==> config.mk <==
export PLATFORM = sky130hd
export DESIGN_NAME = fwd_interlock_unit
export DESIGN_NICKNAME = d
export VERILOG_FILES = /design/src/rtl/hzd_pkg.sv /design/src/rtl/hzd_fwd_pick.sv /design/src/rtl/hzd_ctrl.sv /design/src/rtl/hzd_pipe.sv /design/src/rtl/fwd_interlock_unit.sv
export SDC_FILE = /design/constraint.sdc
export NUM_CORES = 1
export LEC_CHECK = 0
export ABC_CLOCK_PERIOD_IN_PS = 2600
export BUFFER_PORTS_ARGS = -buffer_cell sky130_fd_sc_hd__buf_2
export CAP_MARGIN = 20
export CORE_MARGIN = 4
export CORE_UTILIZATION = 47
export CTS_CLUSTER_DIAMETER = 120
export DETAILED_ROUTE_END_ITERATION = 6
export HOLD_SLACK_MARGIN = 0.03
export PLACE_DENSITY = 0.83
export SLEW_MARGIN = 15
export SYNTH_ARGS = -nofsm -noshare
export SYNTH_HDL_FRONTEND = slang
export SYNTH_SLANG_ARGS = --single-unit
==> constraint.sdc <==
create_clock -name clk -period 2.6 [get_ports clk]
set_clock_uncertainty 0.05 [all_clocks]
set_input_delay 0.52 -clock clk [delete_from_list [all_inputs] [get_ports clk]]
set_output_delay 0.52 -clock clk [all_outputs]
set_load 0.005 [all_outputs]
==> src/rtl/hzd_pkg.sv <==
package hzd_pkg;
  localparam int NUM_SRC = 2;

  typedef enum logic [1:0] {
    SRC_RF  = 2'b00,
    SRC_WB  = 2'b01,
    SRC_MEM = 2'b10
  } opSrcE;

  typedef struct packed {
    logic                       holdFront;
    logic                       injectBubble;
    opSrcE [NUM_SRC-1:0]        opSel;
  } ctrlStrobesT;
endpackage

==> src/rtl/hzd_fwd_pick.sv <==
module hzd_fwd_pick
  import hzd_pkg::*;
#(
  parameter int AW = 5
) (
  input  logic [AW-1:0] srcReg,
  input  logic [AW-1:0] exMemRd,
  input  logic          exMemRegWe,
  input  logic [AW-1:0] memWbRd,
  input  logic          memWbRegWe,
  output opSrcE         sel
);
  logic memHit;
  logic wbHit;

  // A producer qualifies only with its write enable set and a nonzero target.
  assign memHit = exMemRegWe && (exMemRd != '0) && (exMemRd == srcReg);
  assign wbHit  = memWbRegWe && (memWbRd != '0) && (memWbRd == srcReg);

  always_comb begin
    if (memHit)     sel = SRC_MEM;  // younger producer first
    else if (wbHit) sel = SRC_WB;
    else            sel = SRC_RF;
  end
endmodule

==> src/rtl/hzd_ctrl.sv <==
module hzd_ctrl
  import hzd_pkg::*;
#(
  parameter int AW = 5
) (
  input  logic                       clk,
  input  logic                       rstN,
  input  logic [AW-1:0]              ifIdRs1,
  input  logic [AW-1:0]              ifIdRs2,
  input  logic [NUM_SRC-1:0][AW-1:0] idExRs,
  input  logic [AW-1:0]              idExRd,
  input  logic                       idExRegWe,
  input  logic                       idExMemRd,
  input  logic [AW-1:0]              exMemRd,
  input  logic                       exMemRegWe,
  input  logic [AW-1:0]              memWbRd,
  input  logic                       memWbRegWe,
  output ctrlStrobesT                strobes
);
  opSrcE [NUM_SRC-1:0] opSelW;
  logic                loadUse;

  // Load in execute feeding the instruction in decode.
  assign loadUse = idExMemRd && idExRegWe && (idExRd != '0) &&
                   ((idExRd == ifIdRs1) || (idExRd == ifIdRs2));

  for (genvar g = 0; g < NUM_SRC; g++) begin : g_src
    hzd_fwd_pick #(.AW(AW)) i_pick (
      .srcReg     (idExRs[g]),
      .exMemRd    (exMemRd),
      .exMemRegWe (exMemRegWe),
      .memWbRd    (memWbRd),
      .memWbRegWe (memWbRegWe),
      .sel        (opSelW[g])
    );

    // register 0 never feeds an operand from a pipeline stage
    p_zero_not_forwarded_r6 : assert property (@(posedge clk) disable iff (!rstN)
      (opSelW[g] != SRC_RF) |-> (idExRs[g] != '0));

    // writeback path is never chosen while the memory stage also matches
    p_younger_wins_r7 : assert property (@(posedge clk) disable iff (!rstN)
      (opSelW[g] == SRC_WB) |-> !(exMemRegWe && (exMemRd == idExRs[g])));

    p_sel_encoding_r3 : assert property (@(posedge clk) disable iff (!rstN)
      opSelW[g] != opSrcE'(2'b11));
  end

  always_comb begin
    strobes.holdFront    = loadUse;
    strobes.injectBubble = loadUse;
    strobes.opSel        = opSelW;
  end

  // the interlock never lasts two cycles in a row
  p_single_stall_r4 : assert property (@(posedge clk) disable iff (!rstN)
    loadUse |=> !loadUse);
endmodule

==> src/rtl/hzd_pipe.sv <==
module hzd_pipe
  import hzd_pkg::*;
#(
  parameter int DW   = 16,
  parameter int AW   = 5,
  parameter int PC_W = 8
) (
  input  logic                       clk,
  input  logic                       rstN,
  input  ctrlStrobesT                strobes,
  input  logic [AW-1:0]              fetchRs1,
  input  logic [AW-1:0]              fetchRs2,
  input  logic [AW-1:0]              fetchRd,
  input  logic                       fetchRegWe,
  input  logic                       fetchMemRd,
  input  logic                       fetchMemWe,
  input  logic [DW-1:0]              rfData1,
  input  logic [DW-1:0]              rfData2,
  input  logic [DW-1:0]              exAluResult,
  input  logic [DW-1:0]              memRdData,
  output logic [PC_W-1:0]            pcOut,
  output logic [AW-1:0]              ifIdRs1,
  output logic [AW-1:0]              ifIdRs2,
  output logic [NUM_SRC-1:0][AW-1:0] idExRs,
  output logic [AW-1:0]              idExRd,
  output logic                       idExRegWe,
  output logic                       idExMemRd,
  output logic [AW-1:0]              exMemRd,
  output logic                       exMemRegWe,
  output logic [AW-1:0]              memWbRd,
  output logic                       memWbRegWe,
  output logic [DW-1:0]              aluOpA,
  output logic [DW-1:0]              aluOpB,
  output logic                       memWeOut,
  output logic [DW-1:0]              wbData
);
  logic [AW-1:0]              ifIdRd;
  logic                       ifIdRegWe, ifIdMemRd, ifIdMemWe;
  logic                       idExMemWe;
  logic [NUM_SRC-1:0][DW-1:0] idExVal;
  logic                       exMemMemRd, exMemMemWe;
  logic [DW-1:0]              exMemAlu;
  logic [NUM_SRC-1:0][DW-1:0] opnd;

  // Front end: program counter and decode register, frozen on a stall.
  always_ff @(posedge clk) begin
    if (!rstN) begin
      pcOut     <= '0;
      ifIdRs1   <= '0;
      ifIdRs2   <= '0;
      ifIdRd    <= '0;
      ifIdRegWe <= 1'b0;
      ifIdMemRd <= 1'b0;
      ifIdMemWe <= 1'b0;
    end else if (!strobes.holdFront) begin
      pcOut     <= pcOut + 1'b1;
      ifIdRs1   <= fetchRs1;
      ifIdRs2   <= fetchRs2;
      ifIdRd    <= fetchRd;
      ifIdRegWe <= fetchRegWe;
      ifIdMemRd <= fetchMemRd;
      ifIdMemWe <= fetchMemWe;
    end
  end

  // Execute register: a bubble enters with every field and enable cleared.
  always_ff @(posedge clk) begin
    if (!rstN || strobes.injectBubble) begin
      idExRs    <= '0;
      idExRd    <= '0;
      idExRegWe <= 1'b0;
      idExMemRd <= 1'b0;
      idExMemWe <= 1'b0;
      idExVal   <= '0;
    end else begin
      idExRs[0]  <= ifIdRs1;
      idExRs[1]  <= ifIdRs2;
      idExRd     <= ifIdRd;
      idExRegWe  <= ifIdRegWe;
      idExMemRd  <= ifIdMemRd;
      idExMemWe  <= ifIdMemWe;
      idExVal[0] <= rfData1;
      idExVal[1] <= rfData2;
    end
  end

  always_ff @(posedge clk) begin
    if (!rstN) begin
      exMemRd    <= '0;
      exMemRegWe <= 1'b0;
      exMemMemRd <= 1'b0;
      exMemMemWe <= 1'b0;
      exMemAlu   <= '0;
      memWbRd    <= '0;
      memWbRegWe <= 1'b0;
      wbData     <= '0;
    end else begin
      exMemRd    <= idExRd;
      exMemRegWe <= idExRegWe;
      exMemMemRd <= idExMemRd;
      exMemMemWe <= idExMemWe;
      exMemAlu   <= exAluResult;
      memWbRd    <= exMemRd;
      memWbRegWe <= exMemRegWe;
      wbData     <= exMemMemRd ? memRdData : exMemAlu;
    end
  end

  for (genvar g = 0; g < NUM_SRC; g++) begin : g_opnd
    logic [DW-1:0] pick;
    always_comb begin
      unique case (strobes.opSel[g])
        SRC_MEM: pick = exMemAlu;
        SRC_WB:  pick = wbData;
        default: pick = idExVal[g];
      endcase
    end
    assign opnd[g] = pick;
  end

  assign aluOpA   = opnd[0];
  assign aluOpB   = opnd[1];
  assign memWeOut = exMemMemWe;

  // the slot loaded after a bubble request carries no write enable
  p_bubble_silent_r5 : assert property (@(posedge clk) disable iff (!rstN)
    strobes.injectBubble |=> (!idExRegWe && !idExMemWe));

  // the front end keeps its state across a stall
  p_front_frozen_r8 : assert property (@(posedge clk) disable iff (!rstN)
    strobes.holdFront |=> ((pcOut == $past(pcOut)) && (ifIdRs1 == $past(ifIdRs1))
                           && (ifIdRs2 == $past(ifIdRs2))));
endmodule

==> src/rtl/fwd_interlock_unit.sv <==
module fwd_interlock_unit
  import hzd_pkg::*;
#(
  parameter int DW   = 16,
  parameter int AW   = 5,
  parameter int PC_W = 8
) (
  input  logic            clk,
  input  logic            rstN,
  input  logic [AW-1:0]   fetchRs1,
  input  logic [AW-1:0]   fetchRs2,
  input  logic [AW-1:0]   fetchRd,
  input  logic            fetchRegWe,
  input  logic            fetchMemRd,
  input  logic            fetchMemWe,
  output logic [PC_W-1:0] pcOut,
  input  logic [DW-1:0]   rfData1,
  input  logic [DW-1:0]   rfData2,
  input  logic [DW-1:0]   exAluResult,
  input  logic [DW-1:0]   memRdData,
  output logic [DW-1:0]   aluOpA,
  output logic [DW-1:0]   aluOpB,
  output logic [1:0]      fwdSelA,
  output logic [1:0]      fwdSelB,
  output logic            stallFetch,
  output logic            bubbleInsert,
  output logic            memWeOut,
  output logic            wbWe,
  output logic [AW-1:0]   wbRd,
  output logic [DW-1:0]   wbData
);
  ctrlStrobesT                strobes;
  logic [AW-1:0]              ifIdRs1, ifIdRs2;
  logic [NUM_SRC-1:0][AW-1:0] idExRs;
  logic [AW-1:0]              idExRd, exMemRd;
  logic                       idExRegWe, idExMemRd, exMemRegWe;

  hzd_ctrl #(.AW(AW)) i_ctrl (
    .clk        (clk),
    .rstN       (rstN),
    .ifIdRs1    (ifIdRs1),
    .ifIdRs2    (ifIdRs2),
    .idExRs     (idExRs),
    .idExRd     (idExRd),
    .idExRegWe  (idExRegWe),
    .idExMemRd  (idExMemRd),
    .exMemRd    (exMemRd),
    .exMemRegWe (exMemRegWe),
    .memWbRd    (wbRd),
    .memWbRegWe (wbWe),
    .strobes    (strobes)
  );

  hzd_pipe #(.DW(DW), .AW(AW), .PC_W(PC_W)) i_pipe (
    .clk         (clk),
    .rstN        (rstN),
    .strobes     (strobes),
    .fetchRs1    (fetchRs1),
    .fetchRs2    (fetchRs2),
    .fetchRd     (fetchRd),
    .fetchRegWe  (fetchRegWe),
    .fetchMemRd  (fetchMemRd),
    .fetchMemWe  (fetchMemWe),
    .rfData1     (rfData1),
    .rfData2     (rfData2),
    .exAluResult (exAluResult),
    .memRdData   (memRdData),
    .pcOut       (pcOut),
    .ifIdRs1     (ifIdRs1),
    .ifIdRs2     (ifIdRs2),
    .idExRs      (idExRs),
    .idExRd      (idExRd),
    .idExRegWe   (idExRegWe),
    .idExMemRd   (idExMemRd),
    .exMemRd     (exMemRd),
    .exMemRegWe  (exMemRegWe),
    .memWbRd     (wbRd),
    .memWbRegWe  (wbWe),
    .aluOpA      (aluOpA),
    .aluOpB      (aluOpB),
    .memWeOut    (memWeOut),
    .wbData      (wbData)
  );

  assign fwdSelA      = strobes.opSel[0];
  assign fwdSelB      = strobes.opSel[1];
  assign stallFetch   = strobes.holdFront;
  assign bubbleInsert = strobes.injectBubble;
endmodule

==> results of run 1 <==
## synth_stat cells, drive strengths merged, types with 3 or more instances
master  instances
mux2i          25
nand3          11
dfxtp         122
nor2            3
xnor2          22
nand2          36
xor2            8
buf            11
and3           51
nor2b          18
or4             4
a221o          32
nand4          19
and2           63
nor4            4
inv             3
clkbuf         29
o21ai          15
o211ai          6
nor3b           3
## power by group through the flow
stage | Sequential [W] | Combinational [W] | Clock (W)
finish | 0.00202 | 0.000377 | 0.00230
detailed placement | 0.00206 | 0.000354 | 0
global route | 0.00203 | 0.000413 | 0.00243
CTS | 0.00202 | 0.000367 | 0.00233
floorplan | 0.00205 | 0.000205 | 0
global placement | 0.00206 | 0.000346 | 0
## cell type report
class | instances | area (sq um)
clock buffer | 17 | 414.1
inverter | 3 | 23.77
tap | 136 | 170.2
multi-input combinational | 330 | 2436
timing repair inverter | 1 | 8.758
clock inverter | 14 | 171.4
fill | 792 | 3568
timing repair buffer | 184 | 1066
antenna | 1 | 2.502
sequential | 122 | 2462
## cell usage in the layout (no fill, tap or decap), types with 3 or more instances in the layout
cell type / synthesis / routed
and2_4: 0 / 15
clkbuf_16: 0 / 16
buf_6: 5 / 10
buf_4: 4 / 21
inv_6: 0 / 3
buf_2: 2 / 151
dfxtp_1: 122 / 112
xnor2_1: 22 / 21
nor4_4: 2 / 3
clkinv_4: 0 / 3
xor2_1: 8 / 8
a221o_1: 32 / 32
nand4_1: 19 / 19
or4_4: 0 / 3
bufinv_16: 0 / 3
nor3b_1: 3 / 3
and2_1: 63 / 48
and3_1: 51 / 51
nor2b_1: 16 / 16
nand3_1: 11 / 10
dfxtp_4: 0 / 3
clkinvlp_4: 0 / 3
dfxtp_2: 0 / 7
nand2_1: 36 / 35
clkinv_2: 0 / 3
o21ai_0: 11 / 11
mux2i_1: 25 / 25
o211ai_1: 6 / 6
## repair_timing
action | CTS | global route
gates resized for setup | 42 | 15
gates cloned | 3 | 1
buffers inserted | 4 | 6
endpoints found under the setup margin | 37 | 37
pin swaps | 18 | 14
hold buffers | 0 | 0
## registers in the layout (all words and copies together), names as in the netlist
signal / count
i_pipe.idExVal: 32
i_pipe.ifIdMemWe: 1
i_pipe.idExMemRd: 1
i_pipe.idExRd: 5
i_pipe.ifIdRs1: 5
i_pipe.idExRs: 10
i_pipe.ifIdRs2: 5
i_pipe.wbData: 16
i_pipe.exMemMemRd: 1
i_pipe.pcOut: 8
i_pipe.ifIdMemRd: 1
i_pipe.idExMemWe: 1
i_pipe.ifIdRd: 5
i_pipe.memWeOut: 1
i_pipe.memWbRegWe: 1
i_pipe.memWbRd: 5
i_pipe.exMemAlu: 16
i_pipe.ifIdRegWe: 1
i_pipe.idExRegWe: 1
i_pipe.exMemRegWe: 1
i_pipe.exMemRd: 5
## routing by layer
metal / vias to the layer above / routed length [um]
met5: - / 13
met4: 2 / 350
met3: 33 / 931
met2: 195 / 6901
met1: 2068 / 5578
li1: 2081 / -
## cells by family after synthesis
| logic type | after synthesis | synth area share [%] |
|---|---|---|
| muxes | 25 | 5.020 |
| adders and majority gates | 1 | 0.2510 |
| buffers and inverters | 43 | 4.393 |
| DFF | 122 | 49.00 |
| and+or+nand+nor | 215 | 26.00 |
| AOI/OAI and AO/OA | 59 | 10.07 |
| xor gates and xnor gates | 30 | 5.271 |
## stage by stage
stage	setup WS, ns	util (%)	cells	setup TNS, ns	total power (W)
floorplan	0.2176	-	495	0	0.002250
global placement	0.1016	56.94	762	0	0.002403
detailed placement	0.07817	56.94	762	0	0.002417
CTS	-0.4190	64.31	800	-12.98	0.004721
global route	-0.5168	65.43	808	-15.86	0.004878
finish	-0.4195	65.43	808	-12.95	0.004703
## worst paths after layout
| check | slack [ns] | startpoint | depth (start not counted) | endpoint |
|---|---|---|---|---|
| hold / removal | 0.17 | exAluResult[7] | 2 | i_pipe.exMemAlu[7] |
| setup reg to reg | 0.53 | i_pipe.idExRd[3] | 6 | i_pipe.pcOut[2] |
| setup / recovery | -0.42 | i_pipe.memWbRd[1] | 8 | aluOpB[2] |
| hold reg to reg | 0.40 | i_pipe.idExMemWe | 1 | i_pipe.memWeOut |
==> impl_results.md, run 1 <==
* Clk buf depth at 2
* DP Area at 0.005878 sq mm
* Post-synth ARST share at 0%
* Fmax at 331.2 MHz
* Clock Latency Late Sink at 0.51 ns
* Req. time, crit path at 2.03 ns
* Area Growth Syn to Fin at 35.52%
* Worst setup margin at -0.4195 ns
* Critical Path Max Stage Delay at 0.52 ns
* Total grt overflow at 0
* Post-synth top area share at 49.00%
* Vias post-DR at 4379
* Global-route wire length before repair at 21.91 mm
* Largest net degree at the start of global routing at 57
* Worst setup path category: flip-flop to primary output
* Main synth FF type: dfxtp_1
* EDFF count, synth at 0
* CTS tree: done
* CP max stage cell: or4_4
* I/O pins at 153
* HP Class: primary input to flip-flop
* Final GP Congestion at 0.8592
* Pwr/cell area at 696.2 mW/mm^2
* Share of cells above drive strength 1 at 38.60%
* Area leader, netlist: dfxtp_1
* Failing checks: setup timing
* Yosys reg bits at 122
* Lkg Pwr at 3.132 nW
* Sw Pwr at 0.001088 W
* Reg power frac at 43.0%
* Post-layout min period at 3.019 ns
* Synthesis Warnings at 0
* Clk slew on worst S/H paths at 0.06 ns
* Mapped cell area at 0.004985 sq mm
* Core area at 0.01032 sq mm
* Antenna Nets Post-Route at 0
* Met3 usage at 6.277%
* Final Max Slew Viols at 0
* Worst path top cell family by delay: simple AND/OR/NAND/NOR gates
* Drt pass-1 iters at 5
* IO Port Bufs at 152
* Routed WL at 13.78 mm
* Arrival time at the worst endpoint at 2.45 ns
* Crit path top cell by count: buf_4
* Avg Vias per Cell at 5.420
* RSZ-0062 raised after global routing: yes
* HPWL after DPL at 9.313 mm
* Status: finished with violations
* Row count at 37
* # clock sinks at 122
* Mapped Cells at 495
* Root Buffer Master: clkbuf_8
* Crit path max fanout at 5
* Top post-synthesis cells by area: dfxtp_1, and2_1, a221o_1
* Vias in the first global route at 4451
* H-tree depth at 4
* Crit path launch type: flip-flop
* Final instance area at 0.006755 sq mm
* Met1 Resource Use GR at 25.87%
* Drt wl/cell at 17.05 um
* Bufs and invs on worst path at 3
* Drt drc at 0
* Register area share after synthesis at 49.00%
* CTS buffer count at 17
* Die ar. at 0.01232 sq mm
* Clock power share at 49.0%
* Comb pwr share at 8.0%
* Yosys cell types at 39
* Die extent in y at 111.0 um
* CP Cell Sequence: or4_4 > o21ai_2 > buf_4 > nor4_4 > nor2b_4 > buf_4 > a221o_1 > buf_2
* Fin crit share at 116.1%
* Worst hold margin at 0.1693 ns
* Worst slew margin at 59.23%
* Pint at 0.003615 W
* Syn nets at 580
* Tightest Pin Transition at 0.6059 ns
* Initial antenna violation count at 2
* Max cap viols at 0
* Fin nets at 744
* Hold Vio Cnt, Final at 0
* CP endpoint kind: primary output
* Max IR drop VDD at 0.4723 mV
* GRT met2 Usage at 37.30%
* Starting DRT DRC Count at 339
* Die X at 111.0 um
* Sw Ratio at 23.13%
* GRT Total Usage at 21.77%
* # setup viols final at 34
* Post-Syn Area per Cell at 10.07 sq um
* GRT busiest layer: met2
* Initial Util at 48.29%
Note: power is estimated with default switching activity, not from simulation.
==> run 2, diff against run 1 <==
- CTS_BUF_LIST: not set -> sky130_fd_sc_hd__clkbuf_4
==> run 2 against run 1 <==
  * The flow still finishes with violations (setup timing)
  * Hold slack worse by 0.0012 ns
  * Power down 20%
  * Utilization down 2.8 points
  * Non-clock buffer count up 2
  * Clock power down 40%
  * Sequential share of layout area up 1.6 points
  * Final area down 4.3%
  * Die area unchanged
  * Routed wire length down 2.4%
  * Largest cell class unchanged
  * Highest routed layer unchanged
==> impl_results.md, run 2 (synthesized netlist as in run 1, its figures left out) <==
* Vias in the first global route at 4436 (-0.34%)
* Initial antenna violation count at 2 (unchanged)
* Req. time, crit path at 2.03 ns (about the same)
* Die X at 111.0 um (unchanged)
* Critical path origin: i_pipe.memWbRd[2]
* Global-route wire length before repair at 21.76 mm (-0.66%)
* Row count at 37 (unchanged)
* CP endpoint kind: primary output
* Fin nets at 746 (+0.27%)
* CTS buffer count at 17 (unchanged)
* Clock Latency Late Sink at 0.50 ns (about the same)
* Die ar. at 0.01232 sq mm (unchanged)
* Failing checks: setup timing
* Worst r2r src: i_pipe.idExRd[3]
* # clock sinks at 122 (unchanged)
* Initial Util at 48.29% (unchanged)
* Final instance area at 0.006462 sq mm (-4.3%)
* DP Area at 0.005878 sq mm (unchanged)
* Comb pwr share at 10.0% (+2.0 points)
* Worst slew margin at 70.78% (+12 points)
* # setup viols final at 34 (unchanged)
* Vias post-DR at 4336 (-0.98%)
* Pint at 0.002824 W (-22%)
* IO Port Bufs at 152 (unchanged)
* Final Max Slew Viols at 0 (unchanged)
* Core area at 0.01032 sq mm (unchanged)
* Total grt overflow at 0 (unchanged)
* Largest net degree at the start of global routing at 57 (unchanged)
* HPWL after DPL at 9.313 mm (unchanged)
* Clock power share at 36.6% (-12 points)
* Drt pass-1 iters at 4 (-1)
* Sw Pwr at 0.0009566 W (-12%)
* Avg Vias per Cell at 5.353 (-1.2%)
* Top flop regs: i_pipe.idExVal: 32 flops, i_pipe.exMemAlu: 16 flops, i_pipe.wbData: 16 flops
* Drt drc at 0 (unchanged)
* Tightest Pin Transition at 0.4382 ns (-0.1677 ns)
* Post-CTS Hold Buffers at 0 (unchanged)
* Routed WL at 13.44 mm (-2.4%)
* Drt wl/cell at 16.59 um (-2.7%)
* Final GP Congestion at 0.8592 (unchanged)
* Die extent in y at 111.0 um (unchanged)
* Crit path launch type: flip-flop
* Clk slew on worst S/H paths at 0.12 ns (+0.06 ns)
* Worst setup path category: flip-flop to primary output
* RSZ-0062 raised after global routing: yes
* Pre-CTS setup slack at 0.07817 ns (unchanged)
* Max cap viols at 0 (unchanged)
* Seq. cell area at 0.002459 sq mm (-0.15%)
* Area Growth Syn to Fin at 29.64%
* Fill count at 824 (+4.0%)
* Max IR drop VDD at 0.3439 mV (-27%)
* H-tree depth at 4 (unchanged)
* Sw Ratio at 25.30% (+2.2 points)
* Root Buffer Master: clkbuf_4
* Total power at 0.003781 W (-20%)
* Post-layout min period at 3.046 ns (+0.02694 ns)
* Fmax at 328.3 MHz (-0.88%)
* Fin crit share at 117.2% (+1.0 points)
* Hold path start: exAluResult[7]
* Worst hold margin at 0.1681 ns (-0.001238 ns)
* Antenna Nets Post-Route at 0 (unchanged)
* CTS tree: done
* Worst setup margin at -0.4464 ns (-0.02694 ns)
* Pwr/cell area at 585.0 mW/mm^2 (-16%)
* Most flops, register: i_pipe.idExVal
* Clk buf depth at 2 (unchanged)
* Crit path max fanout at 5 (unchanged)
* Most frequent cells in the layout: buf_2, dfxtp_1, and2_1
* HP Class: primary input to flip-flop
* GRT Total Usage at 21.61% (-0.15 points)
* I/O pins at 153 (unchanged)
* Largest register FFs at 32 (unchanged)
* Starting DRT DRC Count at 288 (-15%)
* Arrival time at the worst endpoint at 2.48 ns (+0.03 ns)
* Reg power frac at 53.4% (+10 points)
* Status: finished with violations
* Hold Vio Cnt, Final at 0 (unchanged)
* Footprint of the multi-input gates at 0.002406 sq mm (-1.2%)
* Share of cells above drive strength 1 at 36.55% (-2.0 points)
* Most common cell after layout, fill and taps aside: buf_2
* Lkg Pwr at 3.001 nW (-4.2%)
run 2: worst max-delay path, stage by stage, from the launching register on:
cell and delay, ns:
dfxtp_2 0.34, or4_4 0.54, o21ai_4 0.19, buf_6 0.12
nor4_4 0.03, nor2b_4 0.16, buf_6 0.13, a221o_1 0.34
buf_2 0.13
run 2: final cells by class:
type                    instances  area share, %
inverters                       3         0.3679
clock buffers                  17          1.975
multi-input cells             330          37.23
flip-flops and latches        122          38.04
repair buffers                186          16.96
repair inverters                1        0.09681
diodes                          1        0.03872
clock inverters                14          2.652
well taps                     136          2.633
run 2: repair_timing:
item | 4_1_cts | 5_1_grt
gates cloned | 3 | 0
setup buffers | 8 | 5
gates resized for setup | 22 | 20
endpoints found under the hold margin | 0 | 0
pin swaps | 6 | 17
setup endpoints to repair | 38 | 38
run 2: final timing paths:
check,depth (start not counted),end,slack (ns)
worst min-delay path,2,i_pipe.exMemAlu[7],0.17
worst min register to register,1,i_pipe.memWeOut,0.42
worst max register to register,7,i_pipe.idExVal[15],0.36
worst max-delay path,8,aluOpB[11],-0.45
run 2: through the flow:
stage,util [%],setup TNS (ns),cells
6_report,62.60,-13.43,810
5_1_grt,62.60,-17.88,810
3_3_place_gp,56.94,0,762
3_5_place_dp,56.94,0,762
4_1_cts,61.30,-14.07,804
2_1_floorplan,-,0,495
run 2: power by group through the flow:
stage,registers [W],clock network [W],logic [W]
finish,0.00202,0.00138,0.000377
global route,0.00203,0.00153,0.000414
CTS,0.00202,0.00142,0.000368
detailed placement,0.00206,0,0.000354
global placement,0.00206,0,0.000346
floorplan,0.00205,0,0.000205
run 2: routing by layer:
layer	vias to the layer above	GRT usage, %	routed length [um]
li1	2083	-	-
met1	2059	25.79	5526
met2	171	36.25	6751
met3	21	7.151	897
met4	2	7.882	251
met5	-	0	13
